File: config.mk
export PLATFORM = sky130hd
export DESIGN_NAME = udiv_long
export DESIGN_NICKNAME = d
export VERILOG_FILES = /design/src/rtl/ldiv_pkg.sv /design/src/rtl/ldiv_ctrl.sv /design/src/rtl/ldiv_step.sv /design/src/rtl/ldiv_wb.sv /design/src/rtl/udiv_long.sv
export SDC_FILE = /design/constraint.sdc
export NUM_CORES = 1
export LEC_CHECK = 0
export BUFFER_PORTS_ARGS = -buffer_cell sky130_fd_sc_hd__buf_4
export CORE_MARGIN = 2
export CORE_UTILIZATION = 50
export DETAILED_ROUTE_END_ITERATION = 12
export PLACE_DENSITY = 0.89
export RECOVER_POWER = 50
export SLEW_MARGIN = 20
export SYNTH_ARGS = -nofsm -noshare
export SYNTH_HDL_FRONTEND = slang
export SYNTH_HIERARCHICAL = 1
export SYNTH_SLANG_ARGS = --single-unit
export TNS_END_PERCENT = 100
File: constraint.sdc
create_clock -name clk -period 2.5 [get_ports clk]
set_input_delay 0.125 -clock clk [delete_from_list [all_inputs] [get_ports clk]]
set_output_delay 0.125 -clock clk [all_outputs]
set_load 0.02 [all_outputs]
File: src/rtl/ldiv_pkg.sv
package ldiv_pkg;

    localparam int unsigned LDIV_DATA_W = 32;
    localparam int unsigned LDIV_IDX_W  = 3;

    typedef enum logic [1:0] {
        ST_IDLE  = 2'd0,
        ST_SETUP = 2'd1,
        ST_ITER  = 2'd2,
        ST_FIN   = 2'd3
    } ldiv_state_e;

    typedef enum logic [1:0] {
        OUT_OK  = 2'd0,
        OUT_DZ  = 2'd1,
        OUT_OVF = 2'd2
    } ldiv_outcome_e;

    // Classify an operation at setup time from divisor and upper dividend half.
    function automatic ldiv_outcome_e ldiv_classify(input logic dvsr_zero, input logic hi_ge);
        if (dvsr_zero)  return OUT_DZ;
        else if (hi_ge) return OUT_OVF;
        else            return OUT_OK;
    endfunction

endpackage

File: src/rtl/ldiv_ctrl.sv
module ldiv_ctrl
    import ldiv_pkg::*;
#(
    parameter int unsigned ITERS = 32
) (
    input  logic        clk,
    input  logic        rst,
    input  logic        start,
    input  logic        setup_fail,
    output ldiv_state_e state,
    output logic        load,
    output logic        step_en,
    output logic        busy,
    output logic        done
);
    localparam int unsigned CW = (ITERS > 1) ? $clog2(ITERS) : 1;
    localparam logic [CW-1:0] LAST = CW'(ITERS - 1);

    ldiv_state_e   state_q;
    logic [CW-1:0] cnt_q;

    always_ff @(posedge clk) begin
        if (rst) begin
            state_q <= ST_IDLE;
            cnt_q   <= '0;
        end else begin
            unique case (state_q)
                ST_IDLE:  if (start) state_q <= ST_SETUP;
                ST_SETUP: begin
                    cnt_q   <= '0;
                    state_q <= setup_fail ? ST_FIN : ST_ITER;
                end
                ST_ITER: begin
                    cnt_q <= cnt_q + 1'b1;
                    if (cnt_q == LAST) state_q <= ST_FIN;
                end
                ST_FIN:   state_q <= ST_IDLE;
                default:  state_q <= ST_IDLE;
            endcase
        end
    end

    assign state   = state_q;
    assign load    = start && (state_q == ST_IDLE);
    assign step_en = (state_q == ST_ITER);
    assign busy    = (state_q != ST_IDLE);
    assign done    = (state_q == ST_FIN);

    AST_START_IGNORED: assert property (@(posedge clk) disable iff (rst)
        (busy && start) |=> (state_q != ST_SETUP));
    AST_ITER_RUNS: assert property (@(posedge clk) disable iff (rst)
        (state_q == ST_ITER && cnt_q != LAST) |=> (state_q == ST_ITER));
    AST_DONE_PULSE: assert property (@(posedge clk) disable iff (rst)
        done |=> !done);
endmodule

File: src/rtl/ldiv_step.sv
module ldiv_step #(
    parameter int unsigned W = 32
) (
    input  logic [W-1:0] rem_in,
    input  logic [W-1:0] quo_in,
    input  logic [W-1:0] dvsr,
    output logic [W-1:0] rem_out,
    output logic [W-1:0] quo_out
);
    logic [W:0]   shifted;
    logic [W+1:0] diff;
    logic         fits;

    always_comb begin
        shifted = {rem_in, quo_in[W-1]};
        diff    = {1'b0, shifted} - {2'b00, dvsr};
        fits    = !diff[W+1];
        rem_out = fits ? diff[W-1:0] : shifted[W-1:0];
        quo_out = {quo_in[W-2:0], fits};
    end
endmodule

File: src/rtl/ldiv_wb.sv
module ldiv_wb
    import ldiv_pkg::*;
#(
    parameter int unsigned W  = 32,
    parameter int unsigned IW = 3
) (
    input  logic          clk,
    input  logic          rst,
    input  logic          fin,
    input  ldiv_outcome_e outcome,
    input  logic [W-1:0]  quo,
    input  logic [W-1:0]  rem,
    input  logic [IW-1:0] qidx,
    input  logic [IW-1:0] ridx,
    output logic          div_zero,
    output logic          q_we,
    output logic [IW-1:0] q_widx,
    output logic [W-1:0]  q_wdata,
    output logic          r_we,
    output logic [IW-1:0] r_widx,
    output logic [W-1:0]  r_wdata,
    output logic          flag_n,
    output logic          flag_z,
    output logic          flag_v,
    output logic          flag_c
);
    logic ok;

    always_comb begin
        ok       = fin && (outcome == OUT_OK);
        div_zero = fin && (outcome == OUT_DZ);
        flag_v   = fin && (outcome == OUT_OVF);
        flag_c   = 1'b0;
        flag_n   = ok && quo[W-1];
        flag_z   = ok && (quo == '0);
        q_we     = ok;
        r_we     = ok && (ridx != qidx);
        q_widx   = qidx;
        r_widx   = ridx;
        q_wdata  = quo;
        r_wdata  = rem;
    end

    AST_DZ_NO_WRITE: assert property (@(posedge clk) disable iff (rst)
        div_zero |-> (!q_we && !r_we && !flag_v && !flag_n && !flag_z));
    AST_NO_OVERFLOW_WRITE: assert property (@(posedge clk) disable iff (rst)
        flag_v |-> (!q_we && !r_we && !flag_n && !flag_z && !div_zero));
    AST_REM_PAIRED: assert property (@(posedge clk) disable iff (rst)
        r_we |-> (q_we && r_widx != q_widx));
    AST_FLAGS_IN_DONE: assert property (@(posedge clk) disable iff (rst)
        (flag_n || flag_z || flag_v || div_zero) |-> fin);
endmodule

File: src/rtl/udiv_long.sv
module udiv_long
    import ldiv_pkg::*;
#(
    parameter int unsigned DATA_W = LDIV_DATA_W,
    parameter int unsigned IDX_W  = LDIV_IDX_W
) (
    input  logic              clk,
    input  logic              rst,
    input  logic              start,
    input  logic              size64,
    input  logic [DATA_W-1:0] divisor,
    input  logic [DATA_W-1:0] qreg_val,
    input  logic [DATA_W-1:0] rreg_val,
    input  logic [IDX_W-1:0]  qreg_idx,
    input  logic [IDX_W-1:0]  rreg_idx,
    output logic              busy,
    output logic              done,
    output logic              div_zero,
    output logic              q_we,
    output logic [IDX_W-1:0]  q_widx,
    output logic [DATA_W-1:0] q_wdata,
    output logic              r_we,
    output logic [IDX_W-1:0]  r_widx,
    output logic [DATA_W-1:0] r_wdata,
    output logic              flag_n,
    output logic              flag_z,
    output logic              flag_v,
    output logic              flag_c
);
    ldiv_state_e   state;
    ldiv_outcome_e outcome_q;
    logic load, step_en, setup_fail;
    logic [DATA_W-1:0] dvsr_q, rem_q, quo_q, rem_nx, quo_nx;
    logic [IDX_W-1:0]  qidx_q, ridx_q;

    // rem_q holds the upper dividend half until the loop begins
    assign setup_fail = (dvsr_q == '0) || (rem_q >= dvsr_q);

    ldiv_ctrl #(.ITERS(DATA_W)) u_ctrl (
        .clk(clk), .rst(rst), .start(start), .setup_fail(setup_fail),
        .state(state), .load(load), .step_en(step_en), .busy(busy), .done(done)
    );

    ldiv_step #(.W(DATA_W)) u_step (
        .rem_in(rem_q), .quo_in(quo_q), .dvsr(dvsr_q),
        .rem_out(rem_nx), .quo_out(quo_nx)
    );

    always_ff @(posedge clk) begin
        if (rst) begin
            dvsr_q    <= '0;
            rem_q     <= '0;
            quo_q     <= '0;
            qidx_q    <= '0;
            ridx_q    <= '0;
            outcome_q <= OUT_OK;
        end else if (load) begin
            dvsr_q <= divisor;
            quo_q  <= qreg_val;
            rem_q  <= size64 ? rreg_val : '0;
            qidx_q <= qreg_idx;
            ridx_q <= rreg_idx;
        end else if (state == ST_SETUP) begin
            outcome_q <= ldiv_classify(dvsr_q == '0, rem_q >= dvsr_q);
        end else if (step_en) begin
            rem_q <= rem_nx;
            quo_q <= quo_nx;
        end
    end

    ldiv_wb #(.W(DATA_W), .IW(IDX_W)) u_wb (
        .clk(clk), .rst(rst), .fin(done), .outcome(outcome_q),
        .quo(quo_q), .rem(rem_q), .qidx(qidx_q), .ridx(ridx_q),
        .div_zero(div_zero),
        .q_we(q_we), .q_widx(q_widx), .q_wdata(q_wdata),
        .r_we(r_we), .r_widx(r_widx), .r_wdata(r_wdata),
        .flag_n(flag_n), .flag_z(flag_z), .flag_v(flag_v), .flag_c(flag_c)
    );

    AST_REM_BELOW_DVSR: assert property (@(posedge clk) disable iff (rst)
        step_en |-> (rem_q < dvsr_q));
    AST_WRITE_ONLY_DONE: assert property (@(posedge clk) disable iff (rst)
        (q_we || r_we) |-> done);
endmodule

==> reports/metrics.yaml <==
rsz0062_at_grt: "yes"
path_cells: "inv_2, ha_4, nor2b_4, o2111a_2, o21ai_0, a21boi_1, o21ai_0, nor3b_1, o31ai_2, a221oi_1, nor3_1"
cts_buffers: 9
drtAntennaViolNets: 0
ys_types: 81
synth_area_leaders: "dfxtp_1 (25%), ha_1 (10%), buf_4 (8.9%)"
r2r-end: "rem_q[17]"
cp_num_buf_inv: 1
cts.sinks: 111
reg2reg_depth: 11
clockRootBuffer: "clkbuf_16"
violations: "setup timing"
timing.hold.ws_ps: 2.16
slowest_stage: "dfxtp_2"
port_buffers: 183
fin_ws_ps: -221
die_h_um: 136
drive_gt1_frac: 0.382
initial_utilization: 0.508
ys_seq_area_frac: 0.254
start_kind: "register"
ys_top_cells_by_count: "nor2_1 (132), dfxtp_1 (111), buf_4 (104), inv_1 (78), ha_1 (71)"
final.fill_count: 1315
clk_pin_slew_ps: 90
final_area_um2: 11800
track_usage: 0.285
dieArea_um2: 18600
clockBufferDepth: 2
slew_headroom: 0.659
viasPerCell: 5.72
fp.dieW_um: 136
synth_nets: 1273
r2r_start: "dvsr_q[1]"
hp-start: "divisor[11]"
r2r_slack_ps: -220
synth-seq-cells: 111
syn_area_um2: 8760
finalNetCount: 1506
cellPowerDensity_nw_per_um2: 1540
cap_violations: 0
synth_top_area_frac: 0.254
slew_viol_final: 0
firstDrtPassIters: 6
hold_class: "in2reg"
grt_pass1_vias: 8373
hold_depth: 3
status: "finished, violations left"
diodes: 0
yosysMostFrequentCell: "nor2_1"
place_ws_ps: -219
avgSynthCellArea_um2: 8.00
max_freq_mhz: 368
path_delay_family: "compound AO/OA/AOI/OAI gates"
area_delta_synth_final_pct: 35.3
finalSetupViolCount: 23
cpPeakStageDelay_ps: 330
grt-ovfl-total: 0
worst-path-max-fanout: 3
first_iter_violations: 602
path_class: "reg2reg"
min_to: "dvsr_q[11]"
drc: 0
synthCells: 1095
coreArea_um2: 17200
fin_crit_sh: 1.09
cp.arrival_ps: 2950
dr_total_vias: 8908
cp.required_ps: 2730
fin_skew_ps: 11.5
min_period_ps: 2720
antenna_found_initial: 1
dp_cells: 1507
grt_pass1_wl_mm: 42.0
worstMarginPinSlew_ps: 511
instances_no_fill: 1558
rows: 48
grt_max_degree: 52
final_hold_viol_count: 0
async_flop_share: 0
io_pins: 185
postPlaceCellArea_um2: 10700
cts_tree: "done"
synth_edf_count: 0
yosys_most_used_dff: "dfxtp_1"
yosysWarnings: 6
vdd_drop_max_mv: 0.747
p_leak_nw: 5.20
cts_max_level: 3
cpMostUsedCell: "o21ai_0"
drt-total-wl_mm: 28.0
end_kind: "register"
routabilityCongestion: 0.919
power.total_mw: 18.3
wl_per_cell_um: 18.0
hpwl_mm: 20.3
synth_top_cell_by_area: "dfxtp_1"
clk-insertion-delay-late_ps: 370
[worst max-delay path by stage]
stage | slack [ps] | cells after the start | endpoint | start
after global placement | -170 | 13 | rem_q[22] | quo_q[31]
final | -220 | 11 | rem_q[17] | dvsr_q[1]
after global routing | -360 | 11 | rem_q[17] | dvsr_q[1]
after floorplan | -90 | 13 | rem_q[22] | dvsr_q[18]
after CTS | -150 | 15 | rem_q[30] | dvsr_q[6]
after detailed placement | -220 | 11 | rem_q[1] | dvsr_q[8]
[sequential cells by signal, indices dropped and copies added, names as in the netlist]
name	flops
u_ctrl/state	2
quo_q	32
qidx_q	3
rem_q	32
outcome_q	2
u_ctrl/cnt_q	5
ridx_q	3
dvsr_q	32
[stage by stage]
stage	util	TNS, ps
2_1_floorplan	-	-161
3_3_place_gp	0.621	-2110
3_5_place_dp	0.621	-3520
4_1_cts	0.669	-1280
5_1_grt	0.687	-5770
6_report	0.687	-1900
[final cells by class]
class / count / area, um^2 / area share
Clock buffer: 9 / 225 / 0.0190
Clock inverter: 7 / 66.3 / 0.00560
Inverter: 82 / 310 / 0.0262
Multi-Input combinational cell: 744 / 5900 / 0.498
Sequential cell: 111 / 2240 / 0.189
Tap cell: 225 / 282 / 0.0238
Timing Repair Buffer: 380 / 2820 / 0.238
[worst register-to-register path, delay by kind of cell (launching register included)]
kind            cells  cell delay [ps]
compound gates      6             1490
fa+ha+maj           1              200
flops               1              330
simple gates        3              510
buf+inv             1               80
[cell usage in the layout, fill, tap and decap left out, types with 9 or more instances in the layout]
| master | synthesis | final |
|---|---|---|
| xor2_1 | 12 | 10 |
| nor3_1 | 36 | 33 |
| clkbuf_1 | 25 | 44 |
| o21ai_1 | 3 | 14 |
| buf_4 | 104 | 313 |
| a211oi_1 | 36 | 36 |
| a221oi_1 | 32 | 12 |
| a21oi_1 | 52 | 37 |
| clkbuf_16 | 0 | 9 |
| xnor2_1 | 13 | 11 |
| nand2_1 | 68 | 57 |
| nand4_1 | 9 | 9 |
| a21oi_2 | 3 | 18 |
| nand2_2 | 0 | 10 |
| o21ai_0 | 44 | 26 |
| a21o_1 | 15 | 15 |
| mux2i_1 | 70 | 70 |
| inv_1 | 78 | 70 |
| ha_4 | 0 | 18 |
| nor4_1 | 14 | 14 |
| dlygate4sd3_1 | 0 | 10 |
| ha_1 | 71 | 51 |
| dfxtp_1 | 111 | 97 |
| nand3_1 | 15 | 15 |
| inv_2 | 4 | 11 |
| dfxtp_2 | 0 | 14 |
| nor2_1 | 132 | 128 |
| a221oi_2 | 1 | 21 |
[per-layer routing]
metal / track usage / vias to the layer above / routed length [um]
li1: - / 4254 / -
met1: 0.373 / 4253 / 12100
met2: 0.465 / 336 / 13500
met3: 0.0559 / 63 / 1630
met4: 0.106 / 2 / 822
met5: 0 / - / 13
[report_power, final]
group	internal [mW]	switching, mW	total, mW	leakage [nW]
logic	6.49	7.44	13.9	4.14
clock network	0.702	0.770	1.47	0.141
registers	2.34	0.536	2.88	0.920
[cells by family after synthesis]
kind of cell | Yosys count | synth area share
xor+xnor | 25 | 0.0250
other cells | 1 | 0.000428
compound gates | 249 | 0.201
buf+inv | 240 | 0.153
mux | 74 | 0.0860
simple gates | 323 | 0.177
flops | 111 | 0.254
fa+ha+maj | 72 | 0.104
[repair_timing]
item | 4_1_cts | 5_1_grt
pin swaps | 55 | 46
buffers inserted | 17 | 12
hold buffers | 10 | 0
setup endpoints to repair | 33 | 33
gates resized for setup | 75 | 84
endpoints found under the hold margin | 10 | 0
Note: power is estimated with default switching activity, not from simulation.
